$ cat src/rtl/frame_enc_pkg.sv
package frame_enc_pkg;

  localparam int CTRL_W = 4;

  localparam logic [CTRL_W-1:0] CODE_DATA  = 4'b0101;
  localparam logic [CTRL_W-1:0] CODE_CTRL  = 4'b0110;
  localparam logic [CTRL_W-1:0] CODE_FILL0 = 4'b0011;
  localparam logic [CTRL_W-1:0] CODE_FILL1A = 4'b1011;
  localparam logic [CTRL_W-1:0] CODE_FILL1B = 4'b0111;

  typedef enum logic [2:0] {
    KIND_DATA,
    KIND_CTRL,
    KIND_FILL0,
    KIND_FILL1A,
    KIND_FILL1B
  } frameKind_e;

  typedef enum logic [1:0] {
    INV_RULE,
    INV_FORCE,
    INV_NEVER
  } invMode_e;

  typedef struct packed {
    frameKind_e kind;
    invMode_e   invMode;
    logic       flagBit;
    logic       loadReset;
  } encStrobe_t;

endpackage

$ cat src/rtl/frame_enc_ctrl.sv
module frame_enc_ctrl
  import frame_enc_pkg::*;
(
  input  logic       clk,
  input  logic       rstN,
  input  logic       userFlagMode,
  input  logic       dataAvail,
  input  logic       ctrlAvail,
  input  logic       fillSel,
  input  logic       flagIn,
  input  logic       sumNeg,
  output encStrobe_t strobe
);

  logic flagPhase;

  // Alternating flag: advances only on data frames outside user-flag mode
  always_ff @(posedge clk) begin
    if (!rstN) begin
      flagPhase <= 1'b0;
    end else if (dataAvail && !userFlagMode) begin
      flagPhase <= ~flagPhase;
    end
  end

  always_comb begin
    strobe.kind      = KIND_FILL0;
    strobe.invMode   = INV_RULE;
    strobe.flagBit   = 1'b0;
    strobe.loadReset = 1'b0;
    if (!rstN) begin
      strobe.loadReset = 1'b1;
    end else if (dataAvail) begin
      strobe.kind    = KIND_DATA;
      strobe.flagBit = userFlagMode ? flagIn : flagPhase;
    end else if (ctrlAvail) begin
      strobe.kind    = KIND_CTRL;
      strobe.flagBit = userFlagMode ? flagIn : 1'b0;
    end else if (fillSel) begin
      if (sumNeg) begin
        strobe.kind    = KIND_FILL1B;
        strobe.invMode = INV_NEVER;
      end else begin
        strobe.kind    = KIND_FILL1A;
        strobe.invMode = INV_FORCE;
      end
    end
  end

  a_r7_flag_toggles: assert property (@(posedge clk) disable iff (!rstN)
    (dataAvail && !userFlagMode) |=> (flagPhase != $past(flagPhase)));

  a_r7_flag_holds: assert property (@(posedge clk) disable iff (!rstN)
    (!dataAvail || userFlagMode) |=> $stable(flagPhase));

endmodule

$ cat src/rtl/frame_enc_datapath.sv
module frame_enc_datapath
  import frame_enc_pkg::*;
#(
  parameter int DATA_W   = 20,
  parameter int NARROW_W = 16,
  parameter int SUM_W    = 10
) (
  input  logic                       clk,
  input  logic                       rstN,
  input  logic                       wide,
  input  encStrobe_t                 strobe,
  input  logic [DATA_W-1:0]          wordIn,
  output logic [CTRL_W+DATA_W:0]     frameOut,
  output logic                       invOut,
  output logic                       frameValid,
  output logic                       sumNeg
);

  localparam int FRAME_W  = CTRL_W + 1 + DATA_W;
  localparam int NARROW_FRAME_W = CTRL_W + 1 + NARROW_W;
  localparam int ONES_W   = $clog2(FRAME_W + 1);
  localparam int BOUND    = 2 * FRAME_W;
  localparam logic [DATA_W-1:0] NARROW_MASK =
    {{(DATA_W-NARROW_W){1'b0}}, {NARROW_W{1'b1}}};

  logic [DATA_W-1:0]        dataMask;
  logic [CTRL_W-1:0]        ctrlCode;
  logic [DATA_W-1:0]        dataField;
  logic                     flagField;
  logic [FRAME_W-1:0]       trueFrame;
  logic [FRAME_W-1:0]       invMask;
  logic [FRAME_W-1:0]       sentFrame;
  logic [ONES_W-1:0]        onesCount;
  logic signed [SUM_W-1:0]  activeCount;
  logic signed [SUM_W-1:0]  trueDisp;
  logic signed [SUM_W-1:0]  sentDisp;
  logic signed [SUM_W-1:0]  runSum;
  logic                     sumZero;
  logic                     doInv;

  assign dataMask    = wide ? {DATA_W{1'b1}} : NARROW_MASK;
  assign activeCount = wide ? SUM_W'(FRAME_W) : SUM_W'(NARROW_FRAME_W);

  always_comb begin
    unique case (strobe.kind)
      KIND_DATA:   ctrlCode = CODE_DATA;
      KIND_CTRL:   ctrlCode = CODE_CTRL;
      KIND_FILL1A: ctrlCode = CODE_FILL1A;
      KIND_FILL1B: ctrlCode = CODE_FILL1B;
      default:     ctrlCode = CODE_FILL0;
    endcase
  end

  always_comb begin
    if (strobe.kind == KIND_DATA || strobe.kind == KIND_CTRL) begin
      dataField = wordIn & dataMask;
      flagField = strobe.flagBit;
    end else begin
      dataField = dataMask;
      flagField = 1'b0;
    end
  end

  assign trueFrame = {ctrlCode, flagField, dataField};
  assign invMask   = {{(CTRL_W+1){1'b1}}, dataMask};

  always_comb begin
    onesCount = '0;
    for (int i = 0; i < FRAME_W; i++) begin
      onesCount = onesCount + ONES_W'(trueFrame[i]);
    end
  end

  // Active widths are odd, so a true disparity is never zero
  assign trueDisp = (SUM_W'(onesCount) <<< 1) - activeCount;
  assign sumZero  = (runSum == '0);
  assign sumNeg   = runSum[SUM_W-1];

  always_comb begin
    doInv = 1'b0;
    if (!strobe.loadReset) begin
      unique case (strobe.invMode)
        INV_FORCE: doInv = 1'b1;
        INV_NEVER: doInv = 1'b0;
        default:   doInv = !sumZero && (trueDisp[SUM_W-1] == runSum[SUM_W-1]);
      endcase
    end
  end

  assign sentFrame = doInv ? (trueFrame ^ invMask) : trueFrame;
  assign sentDisp  = doInv ? -trueDisp : trueDisp;

  always_ff @(posedge clk) begin
    frameOut <= sentFrame;
    if (!rstN) begin
      runSum     <= '0;
      invOut     <= 1'b0;
      frameValid <= 1'b0;
    end else begin
      runSum     <= runSum + sentDisp;
      invOut     <= doInv;
      frameValid <= 1'b1;
    end
  end

  a_r1_reset_frame: assert property (@(posedge clk)
    !rstN |=> (!frameValid && !invOut &&
               frameOut[FRAME_W-1 -: CTRL_W] == CODE_FILL0 && !frameOut[DATA_W]));

  a_r2_valid_after_run: assert property (@(posedge clk) disable iff (!rstN)
    rstN |=> frameValid);

  a_r3_narrow_upper_zero: assert property (@(posedge clk) disable iff (!rstN)
    !wide |=> (frameOut[DATA_W-1:NARROW_W] == '0));

  a_r9_zero_sum_true: assert property (@(posedge clk) disable iff (!rstN)
    (sumZero && strobe.invMode == INV_RULE) |=> !invOut);

  a_r11_fill1_forced: assert property (@(posedge clk) disable iff (!rstN)
    (strobe.invMode == INV_FORCE) |=> invOut);

  a_r12_sum_bounded: assert property (@(posedge clk) disable iff (!rstN)
    (runSum <= BOUND) && (runSum >= -BOUND));

endmodule

$ cat src/rtl/frame_encoder.sv
module frame_encoder
  import frame_enc_pkg::*;
#(
  parameter int DATA_W   = 20,
  parameter int NARROW_W = 16
) (
  input  logic                   clk,
  input  logic                   rstN,
  input  logic                   wide20,
  input  logic                   userFlagMode,
  input  logic                   dataAvail,
  input  logic                   ctrlAvail,
  input  logic                   fillSel,
  input  logic [DATA_W-1:0]      wordIn,
  input  logic                   flagIn,
  output logic [CTRL_W+DATA_W:0] frameOut,
  output logic                   invOut,
  output logic                   frameValid
);

  localparam int FRAME_W = CTRL_W + 1 + DATA_W;
  localparam int SUM_W   = $clog2(4 * FRAME_W + 1) + 2;

  encStrobe_t strobe;
  logic       sumNeg;

  frame_enc_ctrl u_ctrl (
    .clk          (clk),
    .rstN         (rstN),
    .userFlagMode (userFlagMode),
    .dataAvail    (dataAvail),
    .ctrlAvail    (ctrlAvail),
    .fillSel      (fillSel),
    .flagIn       (flagIn),
    .sumNeg       (sumNeg),
    .strobe       (strobe)
  );

  frame_enc_datapath #(
    .DATA_W   (DATA_W),
    .NARROW_W (NARROW_W),
    .SUM_W    (SUM_W)
  ) u_dp (
    .clk        (clk),
    .rstN       (rstN),
    .wide       (wide20),
    .strobe     (strobe),
    .wordIn     (wordIn),
    .frameOut   (frameOut),
    .invOut     (invOut),
    .frameValid (frameValid),
    .sumNeg     (sumNeg)
  );

endmodule

$ cat config.mk
export PLATFORM = sky130hd
export DESIGN_NAME = frame_encoder
export DESIGN_NICKNAME = d
export VERILOG_FILES = /design/src/rtl/frame_enc_pkg.sv /design/src/rtl/frame_enc_ctrl.sv /design/src/rtl/frame_enc_datapath.sv /design/src/rtl/frame_encoder.sv
export SDC_FILE = /design/constraint.sdc
export NUM_CORES = 1
export LEC_CHECK = 0
export CORE_MARGIN = 2
export CORE_UTILIZATION = 55
export DETAILED_ROUTE_END_ITERATION = 8
export PLACE_DENSITY = 0.85
export SKIP_CTS_REPAIR_TIMING = 1
export SLEW_MARGIN = 40
export SYNTH_ARGS = -nofsm -noshare
export SYNTH_HDL_FRONTEND = slang
export SYNTH_SLANG_ARGS = --single-unit
$ cat constraint.sdc
create_clock -name clk -period 21.8 [get_ports clk]
set_input_delay 4.36 -clock clk [delete_from_list [all_inputs] [get_ports clk]]
set_output_delay 4.36 -clock clk [all_outputs]
set_load 0.05 [all_outputs]
==> Word-level counts from Yosys, hierarchy flattened <==
Cells that the tools add are included.
W data, S select, Z words.
{ "totals": {"ff_bits": 37, "output_inout_bits": 27} }
{ "classes": {"n_reduce_logical": 7, "n_eq_ne": 6, "n_addsub": 27, "n_bitwise": 3, "n_mux": 21} }
{ "ops": {"columns": ["op", "count"], "rows": [
  ["$add A5 B1 Y5", 23],
  ["$mux W20", 2],
  ["$mux W25", 1],
  ["$xor A25 B25 Y25", 1],
  ["$and A20 B20 Y20", 1],
  ["$pmux W4 S4", 1],
  ["$mux W5", 2],
  ["$add A9 B9 Y9", 1],
  ["$logic_not A9 Y1", 1],
  ["$mux W9", 1],
  ["$neg A9 Y9", 1],
  ["$sub A6 B9 Y9", 1],
  ["$mux W1", 7],
  ["$mux W3", 2],
  ["$mux W6", 1],
  ["$mux W2", 2],
  ["$mux W4", 1],
  ["$eq A3 B1 Y1 const B", 1],
  ["$eq A3 B2 Y1 const B", 1],
  ["$eq A3 B3 Y1 const B", 1],
  ["$logic_not A3 Y1", 1],
  ["$add A1 B1 Y2", 1],
  ["$eq A2 B1 Y1 const B", 1],
  ["$eq A2 B2 Y1 const B", 1],
  ["6 further kinds", 8]
]} }

==> Logic depth before layout (Yosys ltp) <==
Gate-level depths: netlist (run 1).
{ "depth": {"depth_word": 39, "ltp_mapped": 32, "ltp_nobuf": 29} }

==> Modules after synthesis <==
A second synthesis (run 1) with hierarchy kept.
{ "hier_totals": {"hier_cells": 264, "hier_area_um2": 2476.1} }
{ "modules_own_cells": {"columns": ["module", "n_inst", "seq_area_each_um2", "area_per_inst_um2", "cells_per_inst"], "rows": [
  ["frame_enc_datapath", 1, 720.7, 2347.3, 246],
  ["frame_enc_ctrl", 1, 20.0, 128.9, 18]
]} }

==> Least setup slack after synthesis (run 1) <==
OpenSTA, ideal clock, no wires.
{ "synth_path": {"path_kind": "input -> register", "from": "input port ctrlAvail", "to": "register u_dp.runSum[8]", "path_slack_ps": 9833, "arrival_time_ps": 11895, "required_time_ps": 21728, "path_stages": 32, "path_cell_list": "o21ai_0 clkbuf_1 or2_2 ha_1 inv_1 fa_1 inv_1 fa_1 fa_1 fa_1 inv_1 fa_1 inv_1 ha_1 fa_1 xor2_1 ha_1 a21oi_1 and2_1 buf_6 o31a_1 mux2i_2 buf_6 xnor2_1 inv_1 fa_1 nor2b_1 o21ai_0 nand2b_1 a311oi_1 or3b_2 mux2i_1"} }
{ "synth_via": {"elab_chain_cells": 37, "elab_cells_between_ends": 49} }
{ "synth_lines": {"columns": ["element", "line", "rtl"], "rows": [
  ["start: declaration", "frame_encoder.sv:12", "input logic ctrlAvail,"],
  ["$mux W3", "frame_enc_ctrl.sv:36", "end else if (ctrlAvail) begin"],
  ["$mux W3", "frame_enc_ctrl.sv:33", "end else if (dataAvail) begin"],
  ["$mux W6 (*)", "frame_enc_ctrl.sv:31", "if (!rstN) begin"],
  ["parallel branches: the longest is 32 deep, another holds $add A5 B1 Y5", null, null],
  ["$mux W9 (*)", "frame_enc_datapath.sv:91", "assign sentDisp = doInv ? -trueDisp : trueDisp;"],
  ["$add A9 B9 Y9 (*)", "frame_enc_datapath.sv:100", "runSum <= runSum + sentDisp;"],
  ["end signal: assignment", "frame_enc_datapath.sv:100", null],
  ["end: declaration", "frame_enc_datapath.sv:37", "logic signed [SUM_W-1:0] runSum;"]
]} }
Mark *: on every way between the ends.
A chain may end at the register's enable or synchronous reset.

==> Final worst setup path (run 1) <==
{ "layout_path": {"from": "input port rstN", "to": "register u_dp.runSum[8]"} }
{ "layout_via": {"elab_chain_cells": 35, "elab_cells_between_ends": 43} }
{ "layout_lines": {"columns": ["element", "line", "rtl"], "rows": [
  ["start: declaration", "frame_encoder.sv:8", "input logic rstN,"],
  ["parallel branches: the longest is 35 deep, another holds $add A5 B1 Y5", null, null]
]} }
Parallel ways; which one is timed is not known.

==> flow_metrics.env, run 1 <==
export IMPL_syn_to_final_growth_pct=27.15
export IMPL_cpMaxStageDelayCell="clkdlybuf4s50_1"
export IMPL_fp_dieW_um=72.69
export IMPL_grt_ovfl_total=0
export IMPL_path_buf_inv=7
export IMPL_synth_largest_area_cell="dfxtp_1"
export IMPL_cts_buffers=5
export IMPL_tns_ns=0
export IMPL_synth_nets=338
export IMPL_grt_max_degree=24
export IMPL_fin_nets=393
export IMPL_final_max_slew_violation_count=0
export IMPL_rows=24
export IMPL_die_height_um=72.69
export IMPL_syn_area_sq_um=2595
export IMPL_r2r_start="u_ctrl.flagPhase"
export IMPL_crit_required_ns=22.02
export IMPL_crit_top_cell="fa_1"
export IMPL_yosysMostFrequentCell="dfxtp_1"
export IMPL_rsz0062_at_grt="no"
export IMPL_hold_class="reg -> reg"
export IMPL_synthFlopType="dfxtp_1"
export IMPL_drt_first_pass_iters=4
export IMPL_fmax_ghz=0.07570
export IMPL_grt_pass1_vias=2072
export IMPL_finalCriticalPeriod_ns=13.21
export IMPL_critPathLaunchType="input port"
export IMPL_num_vias=2068
export IMPL_dp_hpwl_um=4310
export IMPL_drt_initial_drc_count=106
export IMPL_coreArea_sq_um=4444
export IMPL_setup_violations=0
export IMPL_clock_skew_ns=0.008076
export IMPL_wire_per_inst_um=14.86
export IMPL_postSynthAreaPerCell_sq_um=9.505
export IMPL_slowest_delay_ns=0.94
export IMPL_avgViaCountPerCell=5.428
export IMPL_min_period_over_period_pct=60.60
export IMPL_tightestPinTransition_ns=0.7302
export IMPL_cts_tree="yes"
export IMPL_place_gp_congestion=0.8778
export IMPL_crit_arrival_ns=13.43
export IMPL_synth_seq_cells=37
export IMPL_portBuffers=54
export IMPL_ant_nets=0
export IMPL_routed_wl_um=5662
export IMPL_postSynthCellCount=273
export IMPL_synth_common_cells="dfxtp_1, inv_1, nor2_1, fa_1, xor2_1"
export IMPL_cts_max_level=2
export IMPL_diodes=0
export IMPL_clkTransAtPathRegs_ns=0.08
export IMPL_synth_top_area_share_pct=28.54
export IMPL_start_util_pct=58.39
export IMPL_reg2reg_slack_ns=13.96
export IMPL_synth_edff_count=0
export IMPL_layout_drive_gt1_share_pct=7.903
export IMPL_async_reset_ff_share_pct=0
export IMPL_outcome="finished, final reports clean"
export IMPL_ys_top_cells_by_area="dfxtp_1, fa_1, ha_1, xor2_1, xnor2_1"
export IMPL_min_from="u_dp.runSum[0]"
export IMPL_cap_viol_max_count=0
export IMPL_yosysSeqAreaShare_pct=28.54
export IMPL_fin_hold_ws_ns=0.4789
export IMPL_clockBufferDepth=2
export IMPL_holdPathEnd="u_dp.runSum[0]"
export IMPL_crit_fanout=23
export IMPL_yosysUniqueCellTypes=47
export IMPL_die_area_sq_um=5284
export IMPL_insertion_delay_ns=0.29
export IMPL_r2r_cells=27
export IMPL_slew_headroom_pct=51.17
export IMPL_grtUsageTotal_pct=23.61
export IMPL_min_path_cells=1
export IMPL_cts_root_buf="clkbuf_8"
export IMPL_crit_path_end_kind="flop"
export IMPL_crit_type="in -> reg"
export IMPL_rr_endpoint="u_dp.runSum[8]"
export IMPL_numClockSinks=37
export IMPL_ios=55
export IMPL_cpLargestDelayFamily="adder cells"
export IMPL_antenna_found_initial=0
export IMPL_drc=0
export IMPL_yosysWarnings=0
export IMPL_grt_pass1_wl_um=9666
export IMPL_finalHoldViolations=0
-- final cells by class --
class | instances | area (sq um)
flip-flops and latches | 37 | 740.7
well taps | 52 | 65.06
multi-input cells | 197 | 1687
clock inverters | 2 | 37.54
clock buffers | 6 | 82.58
inverters | 30 | 112.6
fillers | 307 | 1145
repair buffers | 57 | 574.3
-- state kept, by name, indices dropped and copies added, names as in the netlist --
name	cells
u_dp.runSum	9
u_dp.frameOut	25
u_dp.frameValid	1
u_ctrl.flagPhase	1
u_dp.invOut	1
-- worst register-to-register path, cell delays in order (launching register included) --
cell	delay, ns
dfxtp_1	0.37
nand3b_1	0.09
a21o_1	0.26
fa_1	0.52
inv_1	0.05
fa_1	0.50
fa_1	0.52
fa_1	0.55
inv_1	0.05
fa_1	0.54
inv_1	0.05
ha_1	0.22
fa_1	0.40
xor2_1	0.18
ha_1	0.34
a21oi_1	0.21
and2_1	0.27
o31a_1	0.37
mux2i_4	0.40
xnor2_1	0.19
inv_1	0.09
fa_1	0.43
nor2b_1	0.16
o21ai_0	0.12
nand2b_1	0.15
a311oi_1	0.12
or3b_2	0.47
mux2i_1	0.13
-- metrics by stage --
| step | instances | setup slack, ns | util [%] | instance area (sq um) |
|---|---|---|---|---|
| floorplan | 273 | 9.833 | - | 2595 |
| global placement | 371 | 7.896 | 70.95 | 3153 |
| detailed placement | 373 | 8.485 | 71.54 | 3179 |
| CTS | 381 | 8.633 | 74.24 | 3299 |
| global route | 381 | 8.046 | 74.24 | 3299 |
| finish | 381 | 8.590 | 74.24 | 3299 |
-- how the worst max path moves through the flow --
stage | startpoint | end | cells after the start
after floorplan | ctrlAvail | u_dp.runSum[8] | 32
after global placement | rstN | u_dp.runSum[7] | 30
after detailed placement | rstN | u_dp.runSum[7] | 30
after CTS | rstN | u_dp.runSum[8] | 31
after global routing | rstN | u_dp.runSum[7] | 30
final | rstN | u_dp.runSum[8] | 31
-- kinds of logic (layout without fill, tap and decap cells) --
group                    Yosys count  count (layout)  synth area share, %
multiplexers                       3               3                1.302
adder cells (fa/ha/maj)           37              37                23.63
XOR/XNOR                          39              39                13.16
AND/OR/NAND/NOR                   74              74                14.90
buffers and inverters             39              95                6.798
flip-flops                        37              37                28.54
AO/OA/AOI/OAI                     44              44                11.67
-- placed cells by master, fill, tap and decap left out, drive strengths merged, types with 9 or more instances in the layout --
| master | count |
|---|---|
| clkdlybuf4s50 | 54 |
| dfxtp | 37 |
| fa | 20 |
| ha | 17 |
| inv | 30 |
| nor2 | 22 |
| o21ai | 9 |
| or2 | 12 |
| xnor2 | 19 |
| xor2 | 20 |
-- per-layer routing --
layer  share of wire (%)  track usage [%]  routed length [um]  up-vias
li1                    -                -                   -     1001
met5                   0                0                   0        -
met4                 2.0            8.230                 116        0
met1                  42            28.72                2372      971
met3                 5.3            3.315                 299       13
met2                  51            42.53                2873       83
Power of run 1 is not shown: default switching activity piles up to over one toggle a cycle in this logic, so the estimate is an artifact.
==> run 2, diff against run 1 <==
--- a/config.mk
+++ b/config.mk
@@ -6,9 +6,9 @@
 export NUM_CORES = 1
 export LEC_CHECK = 0
 export CORE_MARGIN = 2
-export CORE_UTILIZATION = 55
+export CORE_UTILIZATION = 51
 export DETAILED_ROUTE_END_ITERATION = 8
-export PLACE_DENSITY = 0.85
+export PLACE_DENSITY = 0.8
 export SKIP_CTS_REPAIR_TIMING = 1
 export SLEW_MARGIN = 40
 export SYNTH_ARGS = -nofsm -noshare
==> constraint.sdc (replaced) <==
create_clock -name clk -period 13.49 [get_ports clk]
set_input_delay 2.698 -clock clk [delete_from_list [all_inputs] [get_ports clk]]
set_output_delay 2.698 -clock clk [all_outputs]
set_load 0.05 [all_outputs]
==> run 2 against run 1 <==
  * Cell area is 0.72% lower
  * Register-to-register slack got worse by 8.7 ns
  * Cell count rose by 3.7%
  * Via count down 5.3%
  * Sequential share of layout area rose by 0.16 points
  * Critical endpoint is now u_dp.runSum[7]
==> flow_metrics.env, run 2 (same netlist as run 1, synthesis figures left out) <==
export IMPL_drt_initial_drc_count=47
export IMPL_cts_tree="yes"
export IMPL_crit_required_ns=13.67
export IMPL_drc=0
export IMPL_rr_endpoint="u_dp.runSum[7]"
export IMPL_die_area_sq_um=5675
export IMPL_multi_input_area_sq_um=1687
export IMPL_cpMaxStageDelayCell="clkdlybuf4s50_1"
export IMPL_tightestPinTransition_ns=0.6493
export IMPL_r2r_cells=27
export IMPL_setup_violations=0
export IMPL_crit_path_end_kind="flop"
export IMPL_portBuffers=54
export IMPL_ios=55
export IMPL_crit_start="rstN"
export IMPL_cts_max_level=2
export IMPL_r2r_start="u_ctrl.flagPhase"
export IMPL_cts_root_buf="clkbuf_8"
export IMPL_wire_per_inst_um=12.83
export IMPL_slew_headroom_pct=55.59
export IMPL_tns_ns=0
export IMPL_hold_class="reg -> reg"
export IMPL_fmax_ghz=0.08407
export IMPL_cts_buffers=5
export IMPL_avgViaCountPerCell=4.959
export IMPL_fp_dieW_um=75.33
export IMPL_crit_top_cell="fa_1"
export IMPL_diodes=0
export IMPL_finalInstanceArea_sq_um=3276
export IMPL_rows=25
export IMPL_numClockSinks=37
export IMPL_reg2reg_slack_ns=5.29
export IMPL_drt_first_pass_iters=4
export IMPL_antenna_found_initial=0
export IMPL_final_max_slew_violation_count=0
export IMPL_slowest_delay_ns=0.90
export IMPL_largest_reg_flops=25
export IMPL_ant_nets=0
export IMPL_grt_pass1_vias=2026
export IMPL_clock_skew_ns=0.007928
export IMPL_rsz0062_at_grt="no"
export IMPL_start_util_pct=53.87
export IMPL_routed_wl_um=5067
export IMPL_critPathLaunchType="input port"
export IMPL_seq_area_sq_um=740.7
export IMPL_die_height_um=75.33
export IMPL_outcome="finished, final reports clean"
export IMPL_stdcell_count=395
export IMPL_layout_drive_gt1_share_pct=7.622
export IMPL_final_cell_mix="clkdlybuf4s50_1, dfxtp_1, inv_1"
export IMPL_num_vias=1959
export IMPL_mostFrequentLayoutCell="clkdlybuf4s50_1"
export IMPL_finalCriticalPeriod_ns=11.89
export IMPL_clockBufferDepth=2
export IMPL_grt_ovfl_total=0
export IMPL_reg_top3="u_dp.frameOut (25), u_dp.runSum (9)"
export IMPL_dp_hpwl_um=4161
export IMPL_critPathCapture="u_dp.runSum[7]"
export IMPL_grtUsageTotal_pct=20.37
export IMPL_fin_nets=392
export IMPL_dp_cells=387
export IMPL_clkTransAtPathRegs_ns=0.08
export IMPL_insertion_delay_ns=0.29
export IMPL_place_gp_congestion=0.8040
export IMPL_grt_pass1_wl_um=8749
export IMPL_cap_viol_max_count=0
export IMPL_fillers=412
export IMPL_min_period_over_period_pct=88.17
export IMPL_grt_max_degree=30
export IMPL_crit_fanout=29
export IMPL_crit_type="in -> reg"
export IMPL_syn_to_final_growth_pct=26.23
export IMPL_coreArea_sq_um=4817
export IMPL_dpl_cell_area_sq_um=3179
export IMPL_finalHoldViolations=0
export IMPL_regMostFlops="u_dp.frameOut"
export IMPL_crit_arrival_ns=12.08
==> run 2: worst max-delay path, delay by kind of cell <==
kind / cells / cell delay [ns]
XOR/XNOR: 2 / 0.39
AO/OA/AOI/OAI: 9 / 2.18
multiplexers: 1 / 0.26
adder cells (fa/ha/maj): 10 / 4.17
AND/OR/NAND/NOR: 2 / 0.58
buffers and inverters: 7 / 1.77
==> run 2: final cells by class <==
cell class                      count  share of cell area [%]
Timing Repair Buffer               56                   16.96
Multi-Input combinational cell    197                   51.49
Sequential cell                    37                   22.61
Clock buffer                        6                   2.521
Inverter                           30                   3.438
Tap cell                           67                   2.559
Clock inverter                      2                  0.4202
==> run 2: how the worst min path moves through the flow <==
stage	start	endpoint	slack [ns]	cells past startpoint
3_3_place_gp	u_dp.runSum[0]	u_dp.runSum[0]	0.46	1
2_1_floorplan	u_dp.runSum[0]	u_dp.runSum[0]	0.43	1
3_5_place_dp	u_dp.runSum[0]	u_dp.runSum[0]	0.47	1
5_1_grt	u_dp.runSum[0]	u_dp.runSum[0]	0.51	1
4_1_cts	u_dp.runSum[0]	u_dp.runSum[0]	0.49	1
6_report	u_dp.runSum[0]	u_dp.runSum[0]	0.48	1
==> run 2: metrics by stage <==
stage / hold slack [ns] / setup WS [ns] / utilization, %
floorplan: 0.4327 / 3.185 / -
global placement: 0.4606 / 1.652 / 66.00
detailed placement: 0.4671 / 1.376 / 66.00
CTS: 0.4871 / 1.658 / 68.00
global route: 0.5125 / 1.101 / 68.00
finish: 0.4842 / 1.596 / 68.00
==> run 2: routing by layer <==
| layer | track usage (%) | vias up | wire, um |
|---|---|---|---|
| met1 | 23.36 | 906 | 2203 |
| met2 | 38.26 | 39 | 2600 |
| li1 | - | 1007 | - |
| met5 | 0 | - | 0 |
| met4 | 7.018 | 0 | 77 |
| met3 | 3.175 | 7 | 185 |
Power of run 2 is left out for the same reason.
==> run 3, diff against run 2 <==
--- a/config.mk
+++ b/config.mk
@@ -9,6 +9,7 @@
 export CORE_UTILIZATION = 51
 export DETAILED_ROUTE_END_ITERATION = 8
 export PLACE_DENSITY = 0.8
+export SETUP_SLACK_MARGIN = 0.05
 export SKIP_CTS_REPAIR_TIMING = 1
 export SLEW_MARGIN = 40
 export SYNTH_ARGS = -nofsm -noshare
==> results of run 3 <==
Final layout, timing and power as in run 2 (identical DEF).
Power of run 3 is left out for the same reason.
